<file path="src/rtl/uft_pkg.sv">
package uft_pkg;

  localparam int DATA_W  = 8;
  localparam int FRAME_W = 1 + DATA_W + 1 + 2;
  localparam int CNT_W   = $clog2(FRAME_W + 1);

  typedef struct packed {
    logic len8;
    logic par_en;
    logic par_odd;
    logic stop2;
    logic mp_mode;
    logic addr;
  } uft_fmt_t;

  function automatic int uft_data_bits(uft_fmt_t f);
    return f.len8 ? DATA_W : DATA_W - 1;
  endfunction

  function automatic logic uft_has_slot(uft_fmt_t f);
    return f.par_en | f.mp_mode;
  endfunction

  function automatic logic [CNT_W-1:0] uft_frame_bits(uft_fmt_t f);
    int n;
    n = 1 + uft_data_bits(f) + (uft_has_slot(f) ? 1 : 0) + (f.stop2 ? 2 : 1);
    return CNT_W'(n);
  endfunction

  // Marker in multiprocessor mode, otherwise parity over the sent bits
  function automatic logic uft_slot_bit(uft_fmt_t f, logic [DATA_W-1:0] d);
    logic acc;
    acc = f.par_odd;
    for (int i = 0; i < DATA_W; i++)
      if (i < uft_data_bits(f)) acc = acc ^ d[i];
    return f.mp_mode ? f.addr : acc;
  endfunction

  // Frame laid out LSB first: start, data, slot, stop ones (padding is ones)
  function automatic logic [FRAME_W-1:0] uft_build_frame(uft_fmt_t f, logic [DATA_W-1:0] d);
    logic [FRAME_W-1:0] v;
    int nd;
    nd = uft_data_bits(f);
    for (int i = 0; i < FRAME_W; i++) begin
      if (i == 0)
        v[i] = 1'b0;
      else if (i <= nd)
        v[i] = d[i-1];
      else if (i == nd + 1 && uft_has_slot(f))
        v[i] = uft_slot_bit(f, d);
      else
        v[i] = 1'b1;
    end
    return v;
  endfunction

endpackage

</file>
<file path="src/rtl/uft_bit_timer.sv">
module uft_bit_timer #(
  parameter int OVERSAMPLE = 16
) (
  input  logic clk,
  input  logic rst_n,
  input  logic run,
  input  logic tick,
  output logic bit_done
);
  localparam int CW = (OVERSAMPLE > 1) ? $clog2(OVERSAMPLE) : 1;
  localparam logic [CW-1:0] LAST = CW'(OVERSAMPLE - 1);

  logic [CW-1:0] cnt;

  assign bit_done = run && tick && (cnt == LAST);

  always_ff @(posedge clk) begin
    if (!rst_n || !run)
      cnt <= '0;
    else if (tick)
      cnt <= (cnt == LAST) ? '0 : cnt + 1'b1;
  end
endmodule

</file>
<file path="src/rtl/uft_holdbuf.sv">
module uft_holdbuf
  import uft_pkg::*;
(
  input  logic              clk,
  input  logic              rst_n,
  input  logic              wr_stb,
  input  logic [DATA_W-1:0] wr_data,
  input  logic              take,
  output logic              full,
  output logic [DATA_W-1:0] data
);
  logic load;
  assign load = wr_stb && (!full || take);

  always_ff @(posedge clk) begin
    if (!rst_n) begin
      full <= 1'b0;
      data <= '0;
    end else begin
      if (load) begin
        data <= wr_data;
        full <= 1'b1;
      end else if (take) begin
        full <= 1'b0;
      end
    end
  end
endmodule

</file>
<file path="src/rtl/uft_shifter.sv">
module uft_shifter
  import uft_pkg::*;
(
  input  logic               clk,
  input  logic               rst_n,
  input  logic               start,
  input  logic [FRAME_W-1:0] frame_in,
  input  logic [CNT_W-1:0]   len_in,
  input  logic               bit_done,
  output logic               active,
  output logic               line
);
  logic [FRAME_W-1:0] sh;
  logic [CNT_W-1:0]   left;

  assign line = active ? sh[0] : 1'b1;

  always_ff @(posedge clk) begin
    if (!rst_n) begin
      active <= 1'b0;
      sh     <= '1;
      left   <= '0;
    end else if (start) begin
      active <= 1'b1;
      sh     <= frame_in;
      left   <= len_in;
    end else if (active && bit_done) begin
      sh   <= {1'b1, sh[FRAME_W-1:1]};
      left <= left - 1'b1;
      if (left == CNT_W'(1))
        active <= 1'b0;
    end
  end
endmodule

</file>
<file path="src/rtl/uart_frame_tx.sv">
module uart_frame_tx
  import uft_pkg::*;
#(
  parameter int OVERSAMPLE = 16
) (
  input  logic              clk,
  input  logic              rst_n,
  input  logic              tick,
  input  logic              fmt_len8,
  input  logic              fmt_par_en,
  input  logic              fmt_par_odd,
  input  logic              fmt_stop2,
  input  logic              fmt_mp_mode,
  input  logic              fmt_addr,
  input  logic              tx_en,
  input  logic [DATA_W-1:0] wr_data,
  input  logic              wr_stb,
  output logic              txd,
  output logic              busy,
  output logic              buf_empty
);
  uft_fmt_t           fmt;
  logic               hb_full;
  logic [DATA_W-1:0]  hb_data;
  logic               active;
  logic               take;
  logic               bit_done;
  logic [FRAME_W-1:0] frame;
  logic [CNT_W-1:0]   frame_len;

  assign fmt = '{len8: fmt_len8, par_en: fmt_par_en, par_odd: fmt_par_odd,
                 stop2: fmt_stop2, mp_mode: fmt_mp_mode, addr: fmt_addr};

  assign take      = hb_full && tx_en && !active;
  assign frame     = uft_build_frame(fmt, hb_data);
  assign frame_len = uft_frame_bits(fmt);

  uft_holdbuf u_buf (
    .clk(clk), .rst_n(rst_n), .wr_stb(wr_stb), .wr_data(wr_data),
    .take(take), .full(hb_full), .data(hb_data)
  );

  uft_bit_timer #(.OVERSAMPLE(OVERSAMPLE)) u_timer (
    .clk(clk), .rst_n(rst_n), .run(active), .tick(tick), .bit_done(bit_done)
  );

  uft_shifter u_shift (
    .clk(clk), .rst_n(rst_n), .start(take), .frame_in(frame),
    .len_in(frame_len), .bit_done(bit_done), .active(active), .line(txd)
  );

  assign busy      = active;
  assign buf_empty = !hb_full;
endmodule

</file>
<file path="config.mk">
export PLATFORM = sky130hd
export DESIGN_NAME = uart_frame_tx
export DESIGN_NICKNAME = d
export VERILOG_FILES = /design/src/rtl/uft_pkg.sv /design/src/rtl/uft_bit_timer.sv /design/src/rtl/uft_holdbuf.sv /design/src/rtl/uft_shifter.sv /design/src/rtl/uart_frame_tx.sv
export SDC_FILE = /design/constraint.sdc
export NUM_CORES = 1
export LEC_CHECK = 0
export ABC_AREA = 1
export BUFFER_PORTS_ARGS = -buffer_cell sky130_fd_sc_hd__buf_2
export CORE_ASPECT_RATIO = 1.1
export CORE_MARGIN = 3
export CORE_UTILIZATION = 40
export DETAILED_ROUTE_END_ITERATION = 8
export GPL_TIMING_DRIVEN = 0
export PLACE_DENSITY = 0.63
export SYNTH_ARGS = -nofsm -noshare
export SYNTH_HDL_FRONTEND = slang
export SYNTH_SLANG_ARGS = --single-unit
</file>
<file path="constraint.sdc">
create_clock -name clk -period 1.57 [get_ports clk]
set_input_delay 0.157 -clock clk [delete_from_list [all_inputs] [get_ports clk]]
set_output_delay 0.157 -clock clk [all_outputs]
set_load 0.01 [all_outputs]
</file>
## After elaboration in Yosys (flattened, before gate mapping)

Index checks and enable logic that the tools add are counted.

| storage, ports and cells | value |
|---|---|
| logic and storage cells | 427 |
| input bits | 19 |
| output and inout bits | 3 |
| flip-flop bits (word level) | 30 |

| cells by class | value |
|---|---|
| reductions and logical operators | 26 |
| bitwise logic cells | 79 |
| magnitude comparators | 19 |
| equal/unequal tests | 13 |
| mux-type cells | 279 |
| add/subtract/negate cells | 5 |

Operator list:

| kind | count |
|---|---|
| 2-to-1 mux 1 bit | 272 |
| <= comparator 4 x 32 -> 1 bit (first input constant) | 4 |
| <= comparator 5 x 32 -> 1 bit (first input constant) | 4 |
| < comparator 4 x 32 -> 1 bit (first input constant) | 4 |
| XOR 1 bit | 78 |
| <= comparator 3 x 32 -> 1 bit (first input constant) | 2 |
| < comparator 3 x 32 -> 1 bit (first input constant) | 2 |
| <= comparator 2 x 32 -> 1 bit (first input constant) | 1 |
| < comparator 1 x 32 -> 1 bit (first input constant) | 1 |
| < comparator 2 x 32 -> 1 bit (first input constant) | 1 |
| 2-to-1 mux 12 bit | 2 |
| equality test 3 x 5 -> 1 bit (first input constant) | 4 |
| equality test 4 x 5 -> 1 bit (first input constant) | 4 |
| logical AND 1 bit | 17 |
| 2-to-1 mux 4 bit | 4 |
| equality test 2 x 5 -> 1 bit (first input constant) | 2 |
| nonzero test 2 bit | 3 |
| adder 1 x 4 -> 5 bit (first input constant) | 1 |
| equality test 1 x 5 -> 1 bit (first input constant) | 1 |
| adder 4 x 1 -> 4 bit | 1 |
| adder 4 x 1 -> 4 bit (second input constant) | 1 |
| adder 4 x 2 -> 4 bit | 1 |
| equality test 4 x 1 -> 1 bit (second input constant) | 1 |
| equality test 4 bit (second input constant) | 1 |
| 6 further kinds | 9 |

## Depth between registers and ports, before layout

Gate-level depths: netlist (run 1).

| depth | value |
|---|---|
| depth after elaboration | 36 |
| depth in mapped cells | 15 |
| gate-level depth less buffers | 15 |

## Cells and area by module

From an unflattened synthesis (run 1), not the netlist that was laid out.

| unflattened totals | value |
|---|---|
| cell total of the unflattened synthesis | 250 |
| area, all modules | 1746.7 um^2 |

Modules (own cells, without submodules):

| module | seq. area each (um^2) | area an instance (um^2) | instances | cells an instance |
|---|---|---|---|---|
| uft_shifter | 340.3 | 863.3 | 1 | 107 |
| uft_holdbuf | 180.2 | 422.9 | 1 | 57 |
| uart_frame_tx | 0.0 | 265.3 | 1 | 57 |
| uft_bit_timer | 80.1 | 195.2 | 1 | 29 |

## Worst setup path before layout (run 1)

Ideal clock, no wire load.

| timing path | value |
|---|---|
| kind | register to register |
| from | register u_timer.cnt[0] |
| to | register u_shift.active |
| cell stages (with the launch flop) | 11 |
| slack | 188 ps |
| arrival time | 1259 ps |
| required time | 1447 ps |
| buffers on the path | 0 |
| library setup time | 123 ps |
| period minus slack after synthesis | 1382 ps |
| path through | dfxtp_1 > ha_1 > nand2_2 > nor2_4 > nand2_4 > nor2_8 > nor2_8 > clkinv_4 > nand2_4 > o31ai_4 > o21ai_1 |

| between the ends | value |
|---|---|
| cells in the longest elaborated chain, start to end | 5 |

RTL lines:

| what | line | source |
|---|---|---|
| from (decl) | uft_bit_timer.sv:13 | `logic [CW-1:0] cnt;` |
| from (signal assigned) | uft_bit_timer.sv:21 | `cnt <= (cnt == LAST) ? '0 : cnt + 1'b1;` |
| equality test 4 bit | uft_bit_timer.sv:15 | `assign bit_done = run && tick && (cnt == LAST);` |
| logical AND 1 bit | uft_bit_timer.sv:15 |  |
| logical AND 1 bit | uft_shifter.sv:27 | `end else if (active && bit_done) begin` |
| nonzero test 2 bit (no line) | -- |  |
| AND reduction 2 bit (no line) | -- |  |
| to (signal assigned) | uft_shifter.sv:20 | `active <= 1'b0;` |
| to (signal assigned) | uft_shifter.sv:24 | `active <= 1'b1;` |
| to (signal assigned) | uft_shifter.sv:31 | `active <= 1'b0;` |
| to (decl) | uft_shifter.sv:10 | `output logic active,` |

No other way between the ends.
A chain may end at the register's enable or synchronous reset.

## Worst setup path in the final report (run 1)

Ends and elaborated chain as after synthesis.

==> results of run 1 <==
-- through the flow --
step	util, %	std cells	hold WS [ns]
finish	49.86	274	0.07187
global placement	48.03	269	0.4198
detailed placement	48.03	269	0.4200
global route	49.86	274	0.06802
floorplan	-	200	0.3034
CTS	49.07	273	0.06800
-- layer usage --
| layer | vias up | GRT usage [%] |
|---|---|---|
| met5 | - | 0 |
| met4 | 0 | 4.225 |
| li1 | 702 | - |
| met1 | 559 | 19.13 |
| met3 | 5 | 2.090 |
| met2 | 23 | 19.61 |
-- critical path, cell delays in order (launching register included) --
cell,delay (ns)
dfxtp_4,0.40
ha_4,0.13
nand2_2,0.06
nor2_4,0.13
nand2_4,0.08
nor2_8,0.17
nor2_8,0.07
clkinv_4,0.07
nand2_4,0.05
o31ai_4,0.15
o21ai_1,0.08
-- how the worst max path moves through the flow --
stage	depth (start not counted)	slack, ns	startpoint	to
after detailed placement	10	0.05	u_timer.cnt[1]	u_shift.active
after global placement	10	0.08	u_timer.cnt[0]	u_shift.active
after floorplan	10	0.19	u_timer.cnt[0]	u_shift.active
after CTS	10	0.03	u_timer.cnt[1]	u_shift.active
final	10	0.07	u_timer.cnt[0]	u_shift.active
after global routing	10	-0.01	u_timer.cnt[0]	u_shift.active
-- placed cells by master (no fill, tap or decap), types with 6 or more instances in the layout --
master	instances
a21oi_1	15
buf_2	23
dfxtp_1	26
inv_1	26
nand2_1	52
nand3_1	6
nor2_1	13
o211ai_2	6
o21ai_0	13
-- synth_stat cells, types with 2 or more instances --
master,count,area (sq um)
nand2_1,52,195.2
dfxtp_1,28,560.5
inv_1,26,97.59
a21oi_1,15,75.07
nor2_1,13,48.80
o21ai_0,13,65.06
nand3_1,6,30.03
o211ai_2,6,75.07
a211oi_1,4,30.03
ha_1,4,50.05
buf_4,3,22.52
nor3_1,3,15.01
o211ai_1,3,22.52
o21ai_1,3,15.01
buf_2,2,10.01
inv_2,2,7.510
nand2_2,2,12.51
nand2_4,2,22.52
nor2_8,2,40.04
-- cell type report --
| type | instances | area, sq um | share of cell area, % |
|---|---|---|---|
| plain buffers | 6 | 36.28 | 2.082 |
| clock buffers | 4 | 36.28 | 2.082 |
| inverters | 30 | 120.1 | 6.892 |
| multi-input cells | 136 | 809.5 | 46.45 |
| flip-flops and latches | 28 | 568.0 | 32.59 |
| well taps | 48 | 60.06 | 3.446 |
| repair buffers | 22 | 112.6 | 6.461 |
-- registers in the layout, indices dropped and copies added (netlist names) --
signal,count
u_buf.data,8
u_buf.full,1
u_shift.active,1
u_shift.left,4
u_shift.sh,10
u_timer.cnt,4
-- where the power goes --
group | internal (W) | switching, W
Clock | 0.000142 | 0.000208
Combinational | 0.000116 | 0.000187
Sequential | 0.000755 | 0.0000331
-- repair_timing --
item | 4_1_cts | 5_1_grt
endpoints found under the setup margin | 0 | 6
buffers inserted | 0 | 1
resized for setup | 0 | 6
-- cells by family after synthesis --
kind of cell	count (synthesis)	share of synthesized area [%]
compound gates	47	21.07
xor+xnor	1	0.5786
fa+ha+maj	5	4.628
buf+inv	36	10.33
flops	28	37.02
simple gates	83	26.36
==> metrics.csv, run 1 <==
stage,metric,value,unit
run_status,outcome,"complete, no violations",
routing,dr_wl_met3,120,microns
power_and_ir_drop,p_total,0.001442,W
min_path,min_path_type,input port to flop,
die,io_pins,22,
timing,slew-limit-headroom,74.04,%
timing,rsz0062_at_grt,true,
routing,drtIter0Drc,38,
global_routing,gr-total-overflow,0,
yosys,synthFlopType,dfxtp_1,
yosys,synth_seq_cells,28,
worst_setup_path,rr_startpoint,u_timer.cnt[0],
die,dieArea,0.004560,sq mm
worst_setup_path,worstPathRequired,1.80,ns
placed_design,dp_slack,0.05096,ns
worst_setup_path,path_class,flop to flop,
clocking,tritoncts,built,
die,die_width,64.66,microns
timing,fin_crit,1.496,ns
timing,fmax,668.3,MHz
yosys,syn-cell-area,0.001514,sq mm
timing,timing.final.max_slew_violations,0,
clocking,cts-root-buf,clkbuf_4,
placed_design,port_buffers,21,
timing,tightest_slew,0.3894,ns
clocking,clockBufferDepth,2,
run,maxCapViolCount,0,
routing,first_pass_iters,4,
yosys,ys_types,30,
finish,area_delta_synth_final,15.12,%
timing,tns,0,ns
worst_setup_path,startpoint_type,flop,
min_path,holdPathStages,3,
yosys,synth-edff-count,0,
min_path,min_from,wr_data[7],
global_routing,antenna_found_initial,0,
routing,drc,0,
min_path,hold_end,u_buf.data[7],
global_routing,grt_pass1_wl,4.843,mm
power_and_ir_drop,p_leak,0.8701,nW
yosys,ys_async_sr_fraction,0,%
clocking,cts_max_level,1,
yosys,ys_warn_count,0,
die,rows,22,
global_routing,grt_util_all_layers,13.10,%
global_routing,grt_max_degree,16,
finish,nNetsFinal,251,
global_routing,grt_pass1_vias,1133,
timing,post-route-worst-setup-slack,0.07361,ns
worst_setup_path,cp_max_fo,10,
timing,finalCritPeriodShare,95.31,%
clocking,cts.clk_slew.worst_paths,0.15,ns
finish,finish.instance_area,0.001743,sq mm
worst_setup_path,worstReg2RegEnd,u_shift.active,
clocking,cts_num_sinks,28,
yosys,ys_seq_area_share,37.02,%
timing,setup_viol,0,
die,initial_core_util,43.31,%
timing,finClkSkew,0.005087,ns
worst_setup_path,worst-r2r-setup-slack,0.07,ns
clocking,cts_hold_buf,0,
power_and_ir_drop,max-vdd-ir-drop,0.0003169,V
routing,wire_per_inst,10.48,microns
placed_design,place_area,0.001679,sq mm
timing,hold_viol,0,
routing,wl_met1,1.489,mm
die,core_area,0.003496,sq mm
routing,ant_nets,0,
routing,routed_wirelength,2.871,mm
yosys,syn_inst,200,
worst_setup_path,endpoint_kind,flop,
yosys,syn_nets,224,
routing,top_layer,met4,
placed_design,gp_congestion,0.7131,
routing,vias,1289,
die,fp.dieH,70.53,microns
routing,wl_met2,1.216,mm
routing,vias_per_cell,4.704,
clocking,cts_buffers,3,
worst_setup_path,rr_worst_depth,10,
finish,drive_above_1_share,23.45,%
clocking,clock_latency,0.33,ns
finish,num_antenna_cells,0,
worst_setup_path,worst_ep_arrival_time,1.73,ns
placed_design,hpwl,2.256,mm
power_and_ir_drop,power_density,827.1,mW/mm^2
yosys,syn_area_per_cell,7.570,sq um
finish,fillers,363,
Power figures use the tool's default switching activity.
==> run 2: changes to the inputs <==
--- a/config.mk
+++ b/config.mk
@@ -9,10 +9,11 @@
 export BUFFER_PORTS_ARGS = -buffer_cell sky130_fd_sc_hd__buf_2
 export CORE_ASPECT_RATIO = 1.1
 export CORE_MARGIN = 3
-export CORE_UTILIZATION = 40
+export CORE_UTILIZATION = 56
 export DETAILED_ROUTE_END_ITERATION = 8
 export GPL_TIMING_DRIVEN = 0
-export PLACE_DENSITY = 0.63
+export PLACE_DENSITY = 0.82
+export SETUP_SLACK_MARGIN = 0.2
 export SYNTH_ARGS = -nofsm -noshare
 export SYNTH_HDL_FRONTEND = slang
 export SYNTH_SLANG_ARGS = --single-unit
==> run 2 against run 1 <==
  * Power increased by 3.0%
  * Clock power increased by 3%
  * Critical path depth unchanged
  * Die area decreased by 26%
  * Via count increased by 5.0%
  * Cell area increased by 3.1%
  * Critical path type unchanged
  * Largest power group unchanged
==> metrics.csv, run 2 (synthesis results as in run 1) <==
stage,metric,value,unit,change
worst_setup_path,worstReg2RegEnd,u_shift.active,,
min_path,hold_end,u_buf.data[7],,
timing,rsz0062_at_grt,true,,
clocking,cts.clk_slew.worst_paths,0.15,ns,about the same
finish,area_delta_synth_final,18.68,%,
min_path,min_path_type,input port to flop,,
routing,ant_nets,0,,unchanged
timing,timing.final.max_slew_violations,0,,unchanged
worst_setup_path,cp_cell_sequence,"ha_4, nand2_2, nor2_4, nand2_4, nor2_8, nor2_8, clkinv_4, nand2_4, o31ai_4, o21ai_1",,
timing,fin_crit,1.455,ns,-0.04134 ns
global_routing,grt_pass1_vias,1265,,+12%
global_routing,grt_pass1_wl,5.306,mm,+9.6%
routing,vias,1354,,+5.0%
run,maxCapViolCount,0,,unchanged
routing,drc,0,,unchanged
finish,register_area,569.3,sq um,+0.22%
die,initial_core_util,59.52,%,+16 points
placed_design,place_area,0.001658,sq mm,-1.3%
clocking,clockBufferDepth,2,,unchanged
timing,slew-limit-headroom,72.76,%,-1.3 points
clocking,cts_num_sinks,28,,unchanged
power_and_ir_drop,power_density,826.0,mW/mm^2,-0.13%
die,rows,19,,-14%
timing,finClkSkew,0.004533,ns,-0.0005541 ns
clocking,cts_max_level,1,,unchanged
die,fp.dieH,60.54,microns,-14%
die,die_width,55.58,microns,-14%
global_routing,antenna_found_initial,0,,unchanged
finish,fillers,207,,-43%
die,io_pins,22,,unchanged
global_routing,gr-total-overflow,0,,unchanged
run_status,outcome,"complete, no violations",,
global_routing,grt_max_degree,16,,unchanged
worst_setup_path,cp.buffers_inverters,1,,unchanged
timing,setup_viol,0,,unchanged
timing,tightest_slew,0.4086,ns,+0.01925 ns
worst_setup_path,cp_top_family,simple AND/OR/NAND/NOR gates,,
placed_design,port_buffers,21,,unchanged
worst_setup_path,startpoint_type,flop,,
routing,routed_wirelength,3.174,mm,+11%
worst_setup_path,crit_slowest_cell,dfxtp_2,,
placed_design,hpwl,2.270,mm,+0.62%
routing,vias_per_cell,5.168,,+9.9%
routing,drtIter0Drc,53,,+39%
clocking,tritoncts,built,,
clocking,cts_buffers,3,,unchanged
worst_setup_path,cp_max_fo,6,,-4
finish,num_antenna_cells,0,,unchanged
clocking,cts-root-buf,clkbuf_4,,
finish,nNetsFinal,256,,+2.0%
worst_setup_path,crit_start,u_timer.cnt[0],,
placed_design,gp_congestion,0.8155,,+14%
worst_setup_path,endpoint_kind,flop,,
worst_setup_path,critical_path_cell_count,10,,unchanged
finish,largest_reg_flops,10,,unchanged
finish,top_register,u_shift.sh,,
finish,top_regs,"u_shift.sh (10), u_buf.data (8)",,
worst_setup_path,rr_worst_depth,10,,unchanged
finish,final_cell_mix,"nand2_1, inv_1, buf_2",,
die,core_area,0.002544,sq mm,-27%
min_path,min_from,wr_data[7],,
timing,hold_viol,0,,unchanged
finish,drive_above_1_share,30.74,%,+7.3 points
timing,fmax,687.3,MHz,+2.8%
routing,wire_per_inst,12.11,microns,+16%
worst_setup_path,max_stage_delay,0.39,ns,about the same
timing,tns,0,ns,unchanged
min_path,holdPathStages,3,,unchanged
timing,finalCritPeriodShare,92.68,%,-2.6 points
power_and_ir_drop,max-vdd-ir-drop,0.0005852,V,+85%
worst_setup_path,rr_startpoint,u_timer.cnt[0],,
worst_setup_path,worstPathRequired,1.81,ns,about the same
global_routing,grt_util_all_layers,19.78,%,+6.7 points
finish,final_common_cell,nand2_1,,
clocking,clock_latency,0.33,ns,about the same
routing,first_pass_iters,4,,unchanged
power_and_ir_drop,p_total,0.001484,W,+3.0%
worst_setup_path,worst-r2r-setup-slack,0.11,ns,+0.04 ns
power_and_ir_drop,p_leak,0.8992,nW,+3.3%
finish,finish.instance_area,0.001797,sq mm,+3.1%
worst_setup_path,worst_ep_arrival_time,1.69,ns,-0.04 ns
die,dieArea,0.003364,sq mm,-26%
worst_setup_path,path_class,flop to flop,,
finish,multi_input_area,844.6,sq um,+4.3%
run 2: worst register-to-register path: cells and delay by family, from the launching register on:
kind	cells	cell delay [ns]
simple gates	6	0.52
buf+inv	1	0.08
fa+ha+maj	1	0.14
flops	1	0.39
compound gates	2	0.23
run 2: layout make-up:
type	instances	share of cell area, %
well taps	31	2.159
inverters	30	6.825
repair buffers	26	7.939
flip-flops and latches	28	31.69
clock buffers	4	2.020
multi-input cells	137	47.01
plain buffers	6	2.368
run 2: report_power, final:
| group | leakage, nW | switching [W] | internal (W) |
|---|---|---|---|
| Combinational | 0.646 | 0.000198 | 0.000129 |
| Sequential | 0.233 | 0.0000373 | 0.000761 |
| Clock | 0.0210 | 0.000217 | 0.000142 |
run 2: how the worst max path moves through the flow:
stage / slack, ns / end
2_1_floorplan: 0.19 / u_shift.active
3_3_place_gp: 0.09 / u_shift.active
3_5_place_dp: 0.06 / u_shift.active
4_1_cts: 0.12 / u_shift.active
5_1_grt: 0.06 / u_shift.active
6_report: 0.11 / u_shift.active
run 2: per-stage QoR:
stage                     worst slack, ns  utilization, %  hold WS (ns)  instances
after floorplan                    0.1877               -        0.3034        200
after global placement            0.08786           65.17        0.4040        252
after detailed placement          0.05818           65.17        0.4189        252
after CTS                          0.1162           69.16       0.05564        261
after global routing              0.06474           70.63       0.08055        262
final                              0.1150           70.63       0.05874        262
run 2: routing by layer:
layer,wire length [microns],up-vias,share of wire [%],GRT usage [%]
met5,0,-,0,0
met4,38,0,1.2,6.944
met3,132,5,4.2,2.340
met2,1602,27,50,36.15
met1,1401,614,44,24.45
li1,-,708,-,-
run 2: repair_timing:
| action | CTS | global route |
|---|---|---|
| gates cloned | 1 | 0 |
| setup buffers | 4 | 1 |
| endpoints found under the hold margin | 0 | 0 |
| hold buffers | 0 | 0 |
| resized for setup | 7 | 16 |
| pin swaps | 2 | 1 |
| setup endpoints to repair | 17 | 21 |
==> run 3: changes to the inputs <==
--- a/config.mk
+++ b/config.mk
@@ -5,11 +5,10 @@
 export SDC_FILE = /design/constraint.sdc
 export NUM_CORES = 1
 export LEC_CHECK = 0
-export ABC_AREA = 1
 export BUFFER_PORTS_ARGS = -buffer_cell sky130_fd_sc_hd__buf_2
 export CORE_ASPECT_RATIO = 1.1
 export CORE_MARGIN = 3
-export CORE_UTILIZATION = 56
+export CORE_UTILIZATION = 55
 export DETAILED_ROUTE_END_ITERATION = 8
 export GPL_TIMING_DRIVEN = 0
 export PLACE_DENSITY = 0.82
==> run 3 against run 2 <==
  * The flow now finishes with violations (setup timing)
  * Register-to-register slack got worse by 0.17 ns
  * Critical path depth down 5
  * Clock power rose by 33%
  * Cell count down 13%
  * First-iteration DRC count is 11% lower
  * Sequential share of layout area is 1.6 points lower
  * Clock skew up 0.0058 ns
  * Highest routed layer unchanged
==> metrics.csv, run 3 <==
stage,metric,value,unit,change
run_status,outcome,finished with violations,,
run_status,violations,setup timing,,
clocking,clock_latency,0.33,ns,about the same
min_path,min_from,wr_stb,,
routing,drtIter0Drc,47,,-11%
clocking,tritoncts,built,,
timing,setup_viol,1,,+1
yosys,syn_area_per_cell,8.403,sq um,+11%
power_and_ir_drop,p_total,0.001571,W,+5.9%
finish,top_register,u_shift.sh,,
yosys,synth-edff-count,0,,unchanged
yosys,synth_seq_cells,28,,unchanged
yosys,ys_warn_count,0,,unchanged
finish,register_area,579.3,sq um,+1.8%
die,core_area,0.002297,sq mm,-9.7%
worst_setup_path,worst-r2r-setup-slack,-0.05,ns,-0.17 ns
clocking,clockBufferDepth,2,,unchanged
yosys,synth_common_cells,"dfxtp_1, nand2_1, nor2_1, mux2i_1, and3_1",,
clocking,cts_num_sinks,28,,unchanged
placed_design,gp_congestion,0.9175,,+13%
timing,tightest_slew,0.5073,ns,+0.09866 ns
finish,drive_above_1_share,41.41,%,+11 points
yosys,syn-cell-area,0.001361,sq mm,-10%
finish,final_common_cell,nor2_1,,
min_path,holdPathStages,3,,unchanged
global_routing,antenna_found_initial,0,,unchanged
routing,first_pass_iters,5,,+1
worst_setup_path,startpoint_type,flop,,
timing,hold_ws,0.03419,ns,-0.02454 ns
die,fp.dieH,58.18,microns,-3.9%
power_and_ir_drop,power_density,816.1,mW/mm^2,-1.2%
min_path,min_path_type,input port to flop,,
finish,multi_input_area,943.4,sq um,+12%
finish,top_regs,"u_shift.sh (10), u_buf.data (8)",,
worst_setup_path,path_class,flop to flop,,
min_path,hold_end,u_buf.full,,
timing,hold_viol,0,,unchanged
power_and_ir_drop,p_leak,0.8284,nW,-7.9%
worst_setup_path,worstPathRequired,1.77,ns,-0.04 ns
clocking,cts_max_level,1,,unchanged
clocking,cts_buffers,3,,unchanged
finish,final_cell_mix,"nor2_1, buf_2, nand2_1, dfxtp_1, mux2i_1",,
yosys,yosysTopAreaCell,dfxtp_1,,
worst_setup_path,rr_worst_depth,5,,-5
die,dieArea,0.003109,sq mm,-7.6%
worst_setup_path,cp_max_fo,3,,-3
yosys,ys_types,31,,+3.3%
die,rows,18,,-1
finish,fillers,144,,-30%
clocking,cts.clk_slew.worst_paths,0.16,ns,about the same
routing,vias,1348,,-0.44%
global_routing,grt_util_all_layers,24.84,%,+5.1 points
timing,fin_crit,1.621,ns,+0.1657 ns
worst_setup_path,rr_startpoint,u_buf.data[6],,
finish,largest_reg_flops,10,,unchanged
power_and_ir_drop,max-vdd-ir-drop,0.0008250,V,+41%
timing,timing.final.max_slew_violations,0,,unchanged
yosys,syn_nets,186,,-17%
yosys,post-synth-top-count-cell,dfxtp_1,,
yosys,yosysTopAreaCellShare,41.18,%,+4.2 points
timing,fmax,617.0,MHz,-10%
die,initial_core_util,59.26,%,-0.26 points
global_routing,grt_pass1_wl,5.775,mm,+8.8%
finish,nNetsFinal,223,,-13%
yosys,syn_inst,162,,-19%
timing,finClkSkew,0.01032,ns,+0.005782 ns
timing,slew-limit-headroom,66.18,%,-6.6 points
die,die_width,53.44,microns,-3.9%
run,maxCapViolCount,0,,unchanged
die,io_pins,22,,unchanged
worst_setup_path,endpoint_kind,flop,,
global_routing,grt_pass1_vias,1354,,+7.0%
yosys,yosys-top-cells-area,"dfxtp_1, mux2i_1, nand2_1",,
placed_design,port_buffers,21,,unchanged
global_routing,grt_max_degree,17,,+1
routing,vias_per_cell,5.912,,+14%
yosys,ys_async_sr_fraction,0,%,unchanged
clocking,cts-root-buf,clkbuf_4,,
placed_design,hpwl,2.347,mm,+3.4%
worst_setup_path,worst_ep_arrival_time,1.82,ns,+0.13 ns
worst_setup_path,worstReg2RegEnd,u_shift.sh[8],,
yosys,ys_seq_area_share,41.18,%,+4.2 points
routing,wire_per_inst,16.93,microns,+40%
routing,ant_nets,0,,unchanged
finish,area_delta_synth_final,41.45,%,
routing,drc,0,,unchanged
timing,finalCritPeriodShare,103.2,%,+11 points
finish,num_antenna_cells,0,,unchanged
routing,routed_wirelength,3.859,mm,+22%
timing,post-route-worst-setup-slack,-0.05073,ns,-0.1657 ns
global_routing,gr-total-overflow,0,,unchanged
timing,rsz0062_at_grt,true,,
yosys,synthFlopType,dfxtp_1,,
clocking,cts_hold_buf,0,,unchanged
-- run 3: cell count changes after synthesis, moves of 3 or more --
cell / previous run / this run
xnor2_1: 0 / 7
clkbuf_1: 1 / 5
inv_1: 26 / 8
nor2_1: 13 / 24
mux2i_1: 0 / 10
o21ai_1: 3 / 0
and3_1: 0 / 9
o211ai_2: 6 / 0
a21oi_1: 15 / 7
o21ai_0: 13 / 8
nand2_1: 52 / 25
-- run 3: final cells by class --
| class | count | area share [%] |
|---|---|---|
| Sequential cell | 28 | 30.08 |
| Inverter | 8 | 1.559 |
| Clock buffer | 3 | 1.170 |
| Multi-Input combinational cell | 119 | 48.99 |
| Timing Repair Buffer | 32 | 11.63 |
| Clock inverter | 1 | 1.559 |
| Buffer | 7 | 3.054 |
| Tap cell | 30 | 1.949 |
-- run 3: logic make-up (layout without fill, tap and decap cells) --
| family | after synthesis | count (layout) | synth area share [%] |
|---|---|---|---|
| buffers and inverters | 15 | 51 | 4.504 |
| and+or+nand+nor | 69 | 69 | 22.24 |
| DFF | 28 | 28 | 41.18 |
| xor gates and xnor gates | 11 | 11 | 8.640 |
| AOI/OAI and AO/OA | 24 | 24 | 10.94 |
| adders and majority gates | 5 | 5 | 5.147 |
| muxes | 10 | 10 | 7.353 |
-- run 3: worst max-delay path by stage --
stage                     cells past startpoint         endpoint           start  slack, ns
after floorplan                               6    u_shift.sh[8]  u_timer.cnt[0]       0.15
after global placement                        5    u_shift.sh[8]   u_buf.data[0]       0.02
after detailed placement                      5    u_shift.sh[8]   u_buf.data[0]       0.02
after CTS                                     7  u_shift.left[0]  u_timer.cnt[0]       0.02
after global routing                          5    u_shift.sh[8]   u_buf.data[6]      -0.12
final                                         5    u_shift.sh[8]   u_buf.data[6]      -0.05
-- run 3: power breakdown --
group          leakage [nW]  internal [W]  total, W  switching [W]
clock network        0.0279      0.000258  0.000479       0.000221
registers             0.234      0.000750  0.000792      0.0000427
logic                 0.567      0.000149  0.000300       0.000151
total                 0.828       0.00116   0.00157       0.000415
-- run 3: repair_timing --
action	in CTS	in global routing
pin swaps	12	13
endpoints found under the setup margin	22	24
hold endpoints to repair	0	0
gates cloned	1	0
buffers inserted	7	3
resized for setup	20	30
-- run 3: worst max-delay path, stage by stage, from the launching register on --
cell and delay (ns):
dfxtp_2 0.37, xnor2_2 0.14, xnor3_1 0.45, xnor2_2 0.18
o221ai_2 0.20, a41oi_2 0.15
-- run 3: stage by stage --
step / cell area, sq um / setup slack [ns] / std cells / setup TNS (ns) / util [%]
floorplan: 1439 / 0.1458 / 162 / 0 / -
global placement: 1582 / 0.01532 / 213 / 0 / 68.85
detailed placement: 1582 / 0.01899 / 213 / 0 / 68.85
CTS: 1774 / 0.01715 / 225 / 0 / 77.23
global route: 1926 / -0.1208 / 228 / -0.1725 / 83.82
finish: 1926 / -0.05073 / 228 / -0.05073 / 83.82
-- run 3: routing by layer --
metal | track usage [%] | routed length [microns] | vias to the layer above | part of all wire, %
met1 | 28.87 | 1483 | 661 | 38
met5 | 0 | 0 | - | 0
li1 | - | - | 618 | -
met2 | 43.08 | 2085 | 59 | 54
met3 | 4.627 | 196 | 10 | 5.1
met4 | 11.31 | 93 | 0 | 2.4
